File: src/rtl/alu8_pkg.sv
package alu8_pkg;

    localparam int DATA_W   = 8;
    localparam int NIB_W    = DATA_W / 2;
    localparam int OP_W     = 5;
    localparam int FLAG_CNT = 5;
    localparam int CC_W     = 8;
    localparam int BCD_MAX  = 9;

    typedef logic [DATA_W-1:0] word_t;

    typedef enum logic [OP_W-1:0] {
        OP_ADD  = 5'd0,
        OP_ADC  = 5'd1,
        OP_SUB  = 5'd2,
        OP_SBC  = 5'd3,
        OP_CMP  = 5'd4,
        OP_AND  = 5'd5,
        OP_ORA  = 5'd6,
        OP_EOR  = 5'd7,
        OP_BIT  = 5'd8,
        OP_COM  = 5'd9,
        OP_NEG  = 5'd10,
        OP_INC  = 5'd11,
        OP_DEC  = 5'd12,
        OP_CLR  = 5'd13,
        OP_TST  = 5'd14,
        OP_ASL  = 5'd15,
        OP_ASR  = 5'd16,
        OP_LSR  = 5'd17,
        OP_ROL  = 5'd18,
        OP_ROR  = 5'd19,
        OP_DAA  = 5'd20,
        OP_PASS = 5'd21
    } alu_op_e;

    // Flag order inside a flags_t: h (msb) .. c (lsb)
    typedef struct packed {
        logic h;
        logic n;
        logic z;
        logic v;
        logic c;
    } flags_t;

    // What each execution unit hands to the merge stage
    typedef struct packed {
        word_t  y;
        flags_t val;
        flags_t wen;
    } unit_res_t;

    typedef enum logic [2:0] {
        U_ARITH,
        U_LOGIC,
        U_SHIFT,
        U_DECADJ,
        U_NONE
    } unit_e;

    typedef struct packed {
        word_t y;
        logic  c;
        logic  h;
        logic  v;
    } addsub_t;

    // One adder serves add and subtract; subtract inverts the second
    // operand and the carry, and reports borrow as the inverted carry.
    function automatic addsub_t f_addsub(word_t x, word_t w, logic cin, logic sub);
        word_t          wo;
        logic [DATA_W:0] full;
        logic [NIB_W:0]  low;
        logic            ci;
        addsub_t         r;
        wo   = sub ? ~w : w;
        ci   = cin ^ sub;
        full = {1'b0, x} + {1'b0, wo} + {{DATA_W{1'b0}}, ci};
        low  = {1'b0, x[NIB_W-1:0]} + {1'b0, wo[NIB_W-1:0]} + {{NIB_W{1'b0}}, ci};
        r.y  = full[DATA_W-1:0];
        r.c  = full[DATA_W] ^ sub;
        r.h  = low[NIB_W];
        r.v  = (x[DATA_W-1] == wo[DATA_W-1]) && (r.y[DATA_W-1] != x[DATA_W-1]);
        return r;
    endfunction

    function automatic unit_e f_unit(alu_op_e op);
        unit_e u;
        case (op)
            OP_ADD, OP_ADC, OP_SUB, OP_SBC, OP_CMP,
            OP_NEG, OP_INC, OP_DEC:                   u = U_ARITH;
            OP_AND, OP_ORA, OP_EOR, OP_BIT, OP_PASS,
            OP_COM, OP_CLR, OP_TST:                   u = U_LOGIC;
            OP_ASL, OP_ASR, OP_LSR, OP_ROL, OP_ROR:   u = U_SHIFT;
            OP_DAA:                                   u = U_DECADJ;
            default:                                  u = U_NONE;
        endcase
        return u;
    endfunction

    function automatic flags_t f_nz(word_t w);
        flags_t f;
        f   = '0;
        f.n = w[DATA_W-1];
        f.z = (w == '0);
        return f;
    endfunction

endpackage

File: src/rtl/alu8_arith.sv
module alu8_arith
    import alu8_pkg::*;
(
    input  alu_op_e   op,
    input  word_t     a,
    input  word_t     b,
    input  logic      cin,
    output unit_res_t res
);

    addsub_t s;
    word_t   lhs;
    word_t   rhs;
    logic    c_used;
    logic    do_sub;

    // Operand steering for the shared adder
    always_comb begin
        lhs    = a;
        rhs    = b;
        c_used = 1'b0;
        do_sub = 1'b0;
        case (op)
            OP_ADC:          c_used = cin;
            OP_SUB, OP_CMP:  do_sub = 1'b1;
            OP_SBC: begin
                do_sub = 1'b1;
                c_used = cin;
            end
            OP_NEG: begin
                lhs    = '0;
                rhs    = a;
                do_sub = 1'b1;
            end
            OP_INC: begin
                rhs    = '0;
                c_used = 1'b1;
            end
            OP_DEC: begin
                rhs    = '0;
                do_sub = 1'b1;
                c_used = 1'b1;
            end
            default: ;
        endcase
        s = f_addsub(lhs, rhs, c_used, do_sub);
    end

    always_comb begin
        res.val   = f_nz(s.y);
        res.val.h = s.h;
        res.val.v = s.v;
        res.val.c = s.c;
        res.y     = s.y;
        res.wen   = '0;
        case (op)
            OP_ADD, OP_ADC:
                res.wen = '{h: 1'b1, n: 1'b1, z: 1'b1, v: 1'b1, c: 1'b1};
            OP_SUB, OP_SBC, OP_NEG:
                res.wen = '{h: 1'b0, n: 1'b1, z: 1'b1, v: 1'b1, c: 1'b1};
            OP_CMP: begin
                res.wen = '{h: 1'b0, n: 1'b1, z: 1'b1, v: 1'b1, c: 1'b1};
                res.y   = a;
            end
            OP_INC, OP_DEC:
                res.wen = '{h: 1'b0, n: 1'b1, z: 1'b1, v: 1'b1, c: 1'b0};
            default:
                res.y = a;
        endcase
    end

    // nine-bit sum checked against plain integer addition
    always_comb begin
        if (op == OP_ADD) begin
            assert_add_sum_R2: assert ({res.val.c, res.y} == ({1'b0, a} + {1'b0, b}))
                else $error("add sum/carry mismatch");
        end
    end

    // borrow equals an unsigned magnitude compare
    always_comb begin
        if (op == OP_SUB) begin
            assert_sub_borrow_R3: assert (res.val.c == (a < b))
                else $error("subtract borrow mismatch");
        end
    end

endmodule

File: src/rtl/alu8_logic.sv
module alu8_logic
    import alu8_pkg::*;
(
    input  alu_op_e   op,
    input  word_t     a,
    input  word_t     b,
    output unit_res_t res
);

    word_t fv;

    always_comb begin
        fv    = a;
        res.y = a;
        case (op)
            OP_AND:  fv = a & b;
            OP_ORA:  fv = a | b;
            OP_EOR:  fv = a ^ b;
            OP_BIT:  fv = a & b;
            OP_PASS: fv = b;
            OP_COM:  fv = ~a;
            OP_CLR:  fv = '0;
            OP_TST:  fv = a;
            default: fv = a;
        endcase
        if (op != OP_BIT && op != OP_TST)
            res.y = fv;

        res.val   = f_nz(fv);
        res.val.v = 1'b0;
        res.val.c = (op == OP_COM);
        case (op)
            OP_AND, OP_ORA, OP_EOR, OP_BIT, OP_PASS:
                res.wen = '{h: 1'b0, n: 1'b1, z: 1'b1, v: 1'b1, c: 1'b0};
            OP_COM, OP_CLR, OP_TST:
                res.wen = '{h: 1'b0, n: 1'b1, z: 1'b1, v: 1'b1, c: 1'b1};
            default:
                res.wen = '0;
        endcase
    end

endmodule

File: src/rtl/alu8_shift.sv
module alu8_shift
    import alu8_pkg::*;
(
    input  alu_op_e   op,
    input  word_t     a,
    input  logic      cin,
    output unit_res_t res
);

    localparam int MSB = DATA_W - 1;

    word_t sv;
    logic  co;
    logic  fill;
    logic  left;

    // Direction and fill bit select; carry is the bit shifted out
    always_comb begin
        left = (op == OP_ASL) || (op == OP_ROL);
        case (op)
            OP_ASL:  fill = 1'b0;
            OP_LSR:  fill = 1'b0;
            OP_ASR:  fill = a[MSB];
            OP_ROL:  fill = cin;
            OP_ROR:  fill = cin;
            default: fill = 1'b0;
        endcase
        if (left) begin
            sv = {a[MSB-1:0], fill};
            co = a[MSB];
        end else begin
            sv = {fill, a[MSB:1]};
            co = a[0];
        end
    end

    always_comb begin
        res.val   = f_nz(sv);
        res.val.c = co;
        res.val.v = sv[MSB] ^ co;
        case (op)
            OP_ASL, OP_ASR, OP_LSR, OP_ROL, OP_ROR: begin
                res.y   = sv;
                res.wen = '{h: 1'b0, n: 1'b1, z: 1'b1, v: 1'b1, c: 1'b1};
            end
            default: begin
                res.y   = a;
                res.wen = '0;
            end
        endcase
    end

    // arithmetic right shift never changes the sign bit
    always_comb begin
        if (op == OP_ASR) begin
            assert_asr_sign_R9: assert (res.y[MSB] == a[MSB])
                else $error("arithmetic shift altered sign");
        end
    end

endmodule

File: src/rtl/alu8_daa.sv
module alu8_daa
    import alu8_pkg::*;
(
    input  alu_op_e   op,
    input  word_t     a,
    input  logic      cin,
    input  logic      hin,
    output unit_res_t res
);

    logic [NIB_W-1:0] lo;
    logic [NIB_W-1:0] hi;
    logic             lo_big;
    logic             fix_lo;
    logic             fix_hi;
    word_t            corr;
    word_t            adj;

    always_comb begin
        lo     = a[NIB_W-1:0];
        hi     = a[DATA_W-1:NIB_W];
        lo_big = (lo > NIB_W'(BCD_MAX));
        fix_lo = hin || lo_big;
        fix_hi = cin || (hi > NIB_W'(BCD_MAX)) || ((hi == NIB_W'(BCD_MAX)) && lo_big);
        corr   = {(fix_hi ? NIB_W'(6) : NIB_W'(0)), (fix_lo ? NIB_W'(6) : NIB_W'(0))};
        adj    = a + corr;
    end

    always_comb begin
        res.val   = f_nz(adj);
        res.val.c = cin | fix_hi;
        if (op == OP_DAA) begin
            res.y   = adj;
            res.wen = '{h: 1'b0, n: 1'b1, z: 1'b1, v: 1'b0, c: 1'b1};
        end else begin
            res.y   = a;
            res.wen = '0;
        end
    end

    // an incoming carry always survives the adjust
    always_comb begin
        if (op == OP_DAA && cin) begin
            assert_daa_carry_kept_R11: assert (res.val.c)
                else $error("decimal adjust lost carry");
        end
    end

endmodule

File: src/rtl/alu8_core.sv
module alu8_core
    import alu8_pkg::*;
(
    input  logic [DATA_W-1:0] opa,
    input  logic [DATA_W-1:0] opb,
    input  logic              carry_in,
    input  logic [OP_W-1:0]   op_sel,
    input  logic [CC_W-1:0]   cc_in,
    output logic [DATA_W-1:0] result,
    output logic [CC_W-1:0]   cc_out
);

    alu_op_e   op;
    unit_res_t r_ar;
    unit_res_t r_lg;
    unit_res_t r_sh;
    unit_res_t r_da;
    unit_res_t r_sel;

    logic [FLAG_CNT-1:0] cur_f;
    logic [FLAG_CNT-1:0] sel_val;
    logic [FLAG_CNT-1:0] sel_wen;
    logic [FLAG_CNT-1:0] nxt_f;
    flags_t              nxt;

    assign op = alu_op_e'(op_sel);

    alu8_arith u_arith (.op(op), .a(opa), .b(opb), .cin(carry_in), .res(r_ar));
    alu8_logic u_logic (.op(op), .a(opa), .b(opb), .res(r_lg));
    alu8_shift u_shift (.op(op), .a(opa), .cin(carry_in), .res(r_sh));
    alu8_daa   u_daa   (.op(op), .a(opa), .cin(carry_in), .hin(cc_in[5]), .res(r_da));

    always_comb begin
        case (f_unit(op))
            U_ARITH:  r_sel = r_ar;
            U_LOGIC:  r_sel = r_lg;
            U_SHIFT:  r_sel = r_sh;
            U_DECADJ: r_sel = r_da;
            default:  r_sel = '{y: opa, val: '0, wen: '0};
        endcase
    end

    // Present flags in flags_t order: h n z v c
    assign cur_f   = {cc_in[5], cc_in[3], cc_in[2], cc_in[1], cc_in[0]};
    assign sel_val = r_sel.val;
    assign sel_wen = r_sel.wen;

    generate
        for (genvar k = 0; k < FLAG_CNT; k++) begin : g_merge
            assign nxt_f[k] = sel_wen[k] ? sel_val[k] : cur_f[k];
        end
    endgenerate

    assign nxt    = flags_t'(nxt_f);
    assign result = r_sel.y;
    assign cc_out = {2'b11, nxt.h, cc_in[4], nxt.n, nxt.z, nxt.v, nxt.c};

    always_comb begin
        if (op_sel != OP_ADD && op_sel != OP_ADC) begin
            assert_h_kept_R12: assert (cc_out[5] == cc_in[5])
                else $error("half carry changed by non-add op");
        end
        if (op_sel == OP_INC || op_sel == OP_DEC) begin
            assert_carry_kept_R7: assert (cc_out[0] == cc_in[0])
                else $error("inc/dec changed carry");
        end
        if (op_sel == OP_CLR) begin
            assert_clear_flags_R8: assert (result == '0 && cc_out[3:0] == 4'b0100)
                else $error("clear produced wrong value");
        end
        if (op_sel <= OP_PASS && op_sel != OP_CMP && op_sel != OP_BIT && op_sel != OP_TST) begin
            assert_z_tracks_result_R1: assert (cc_out[2] == (result == '0))
                else $error("zero flag disagrees with result");
        end
        if (op_sel > OP_PASS) begin
            assert_unused_passes_R13: assert (result == opa && cc_out == (cc_in | 8'hC0))
                else $error("unused code altered state");
        end
    end

endmodule

File: config.mk
export PLATFORM = sky130hd
export DESIGN_NAME = alu8_core
export DESIGN_NICKNAME = d
export VERILOG_FILES = /design/src/rtl/alu8_pkg.sv /design/src/rtl/alu8_arith.sv /design/src/rtl/alu8_logic.sv /design/src/rtl/alu8_shift.sv /design/src/rtl/alu8_daa.sv /design/src/rtl/alu8_core.sv
export SDC_FILE = /design/constraint.sdc
export NUM_CORES = 1
export LEC_CHECK = 0
export BUFFER_PORTS_ARGS = -buffer_cell sky130_fd_sc_hd__buf_2
export CORE_UTILIZATION = 25
export DETAILED_ROUTE_END_ITERATION = 10
export PLACE_DENSITY_LB_ADDON = 0.25
export SLEW_MARGIN = 0
export SYNTH_ARGS = -nofsm -noshare
export SYNTH_HDL_FRONTEND = slang
export SYNTH_SLANG_ARGS = --single-unit
File: constraint.sdc
create_clock -name vclk -period 6.13
set_input_delay 1.226 -clock vclk [all_inputs]
set_output_delay 1.226 -clock vclk [all_outputs]
set_load 0.02 [all_outputs]
==> impl_metrics.tcl <==
set metrics [dict create \
    status "completed" \
    area_growth_pct 16.6 \
    drv_slew 0 \
    grt_max_degree 22 \
    overflow 0 \
    dp_slack_ns 0.0345 \
    clkbuf_count 0 \
    fin_ws_ns 0.168 \
    crit_top_cell "buf_2" \
    initial_core_util_pct 25.8 \
    pin_count 46 \
    fill_cells 1163 \
    synth_top_area_share_pct 14.5 \
    slew_headroom_pct 38.0 \
    viasPerCell 5.60 \
    final_util_pct 30.1 \
    p_per_area_mw_per_mm2 104 \
    synth_common_cells "nor2_1 (37), ha_1 (31), inv_1 (28), a21oi_1 (25), nand2_1 (21)" \
    grt_pass1_wl_mm 15.8 \
    holdCritPathClass "input pin to output port" \
    postLayoutCellArea_sq_mm 0.00311 \
    cp_max_fo 10 \
    rows 37 \
    antenna_found_initial 0 \
    cp-start-kind "input pin" \
    core_sq_mm 0.0103 \
    drc 0 \
    hold_viol_final 0 \
    crit_type "input pin to output port" \
    tightest_slew_ns 0.922 \
    synth_area_leader_cell "ha_1" \
    slowest_delay_ns 0.64 \
    p_leak_nw 1.32 \
    drv_cap 0 \
    firstDrtPassIters 5 \
    drive_above_1_share_pct 22.5 \
    max_freq_mhz 168 \
    grt_setup_unrepaired "no" \
    grt_pass1_vias 2903 \
    avgSynthCellArea_sq_um 6.91 \
    period_needed_ns 5.96 \
    tns_ns 0 \
    die-area_sq_mm 0.0111 \
    layout.cells.non_filler 562 \
    dp.cells 562 \
    period_share_pct 97.3 \
    dp_hpwl_mm 8.17 \
    setup_viol 0 \
    fin_nets 492 \
    synth_area_leaders "ha_1 (15%), nor2_1 (5.2%), xnor2_1 (4.9%), a21oi_1 (4.7%), a22oi_1 (3.9%)" \
    numSequentialCells 0 \
    cp_slowest_cell "a2111oi_0" \
    crit_path_end_kind "output port" \
    synth.most_common_cell "nor2_1" \
    wirelength_mm 10.1 \
    cp.arrival_ns 4.74 \
    ir_worst_vdd_uv 38.8 \
    multi_input_area_sq_mm 0.00243 \
    seq_area_sq_um 0 \
    die_x_microns 105 \
    place_congestion 0.907 \
    synth_area_sq_mm 0.00267 \
    required_ns 4.90 \
    synth-seq-area-share_pct 0 \
    vias 3148 \
    synth_warnings 0 \
    grt_usage_pct 17.6 \
    synth_cell_type_count 79 \
    wl_per_cell_microns 18.0 \
    place_area_sq_mm 0.00307 \
    die_height_microns 105 \
    antenna_cells 0 \
    ant_nets 0 \
    path_cells "buf_2 -> o21a_1 -> a211o_1 -> a21oi_1 -> inv_1 -> ha_1 -> nand2_1 -> nor3_1 -> a21boi_0 -> o211ai_1 -> a2111oi_0 -> a41oi_1 -> a41oi_2 -> buf_2" \
    syn-instance-count 386 \
    drt_iter0_drc 314 \
    port_buffers 40 \
]
[through the flow]
stage | power, mW | hold slack [ns]
floorplan | 0.217 | 2.56
global placement | 0.310 | 2.45
detailed placement | 0.312 | 2.45
CTS | 0.313 | 2.45
global route | 0.350 | 2.45
finish | 0.323 | 2.45
[kinds of logic after synthesis]
logic type      share of synthesized area, %
compound gates                          40.4
xor+xnor                                5.58
fa+ha+maj                               16.8
buf+inv                                 10.4
mux                                     2.39
other cells                            0.141
simple gates                            24.3
[where the power goes]
group          switching, mW  internal [mW]
clock                      0              0
combinational          0.191          0.132
sequential                 0              0
[metal layers]
metal / share of wire (%) / track usage (%)
met1: 46 / 24.6
met2: 45 / 29.5
met3: 7.0 / 1.73
met4: 1.9 / 3.22
met5: 0 / 0
[what timing repair did]
action,in CTS,in global routing
setup buffers,0,0
hold buffers,0,0
resized for setup,0,9
setup endpoints to repair,0,6
[worst max-delay path, delay by kind of cell]
kind / cells / cell delay, ns
buffers and inverters: 3 / 0.48
AO/OA/AOI/OAI: 8 / 2.22
AND/OR/NAND/NOR: 2 / 0.44
adder cells (fa/ha/maj): 1 / 0.37
[placed cells by master, fill, tap and decap left out, types with 5 or more instances in the layout]
cell type | netlist | final
buf_2 | 6 | 40
nor2_1 | 37 | 37
ha_1 | 31 | 31
inv_1 | 28 | 28
buf_4 | 11 | 27
a21oi_1 | 25 | 23
nand2_1 | 21 | 21
a22oi_1 | 14 | 14
xnor2_1 | 15 | 14
o21ai_0 | 15 | 13
o22ai_1 | 13 | 13
nor3_1 | 12 | 12
nor2b_1 | 9 | 9
nand3_1 | 9 | 9
a22o_1 | 7 | 7
o21a_1 | 6 | 6
nand2b_1 | 5 | 5
o221ai_1 | 5 | 5
a211oi_1 | 6 | 5
[layout make-up]
cell class / instances / share of cell area [%]
inverter: 29 / 3.50
multi-input combinational: 330 / 78.1
tap: 136 / 5.48
timing repair buffer: 67 / 13.0
[final timing paths]
kind,from,endpoint,slack [ns],cells after the start
worst min-delay path,cc_in[4],cc_out[4],2.45,0
worst max-delay path,opa[1],cc_out[2],0.17,14
No activity file was read; power rests on OpenSTA's default activity.
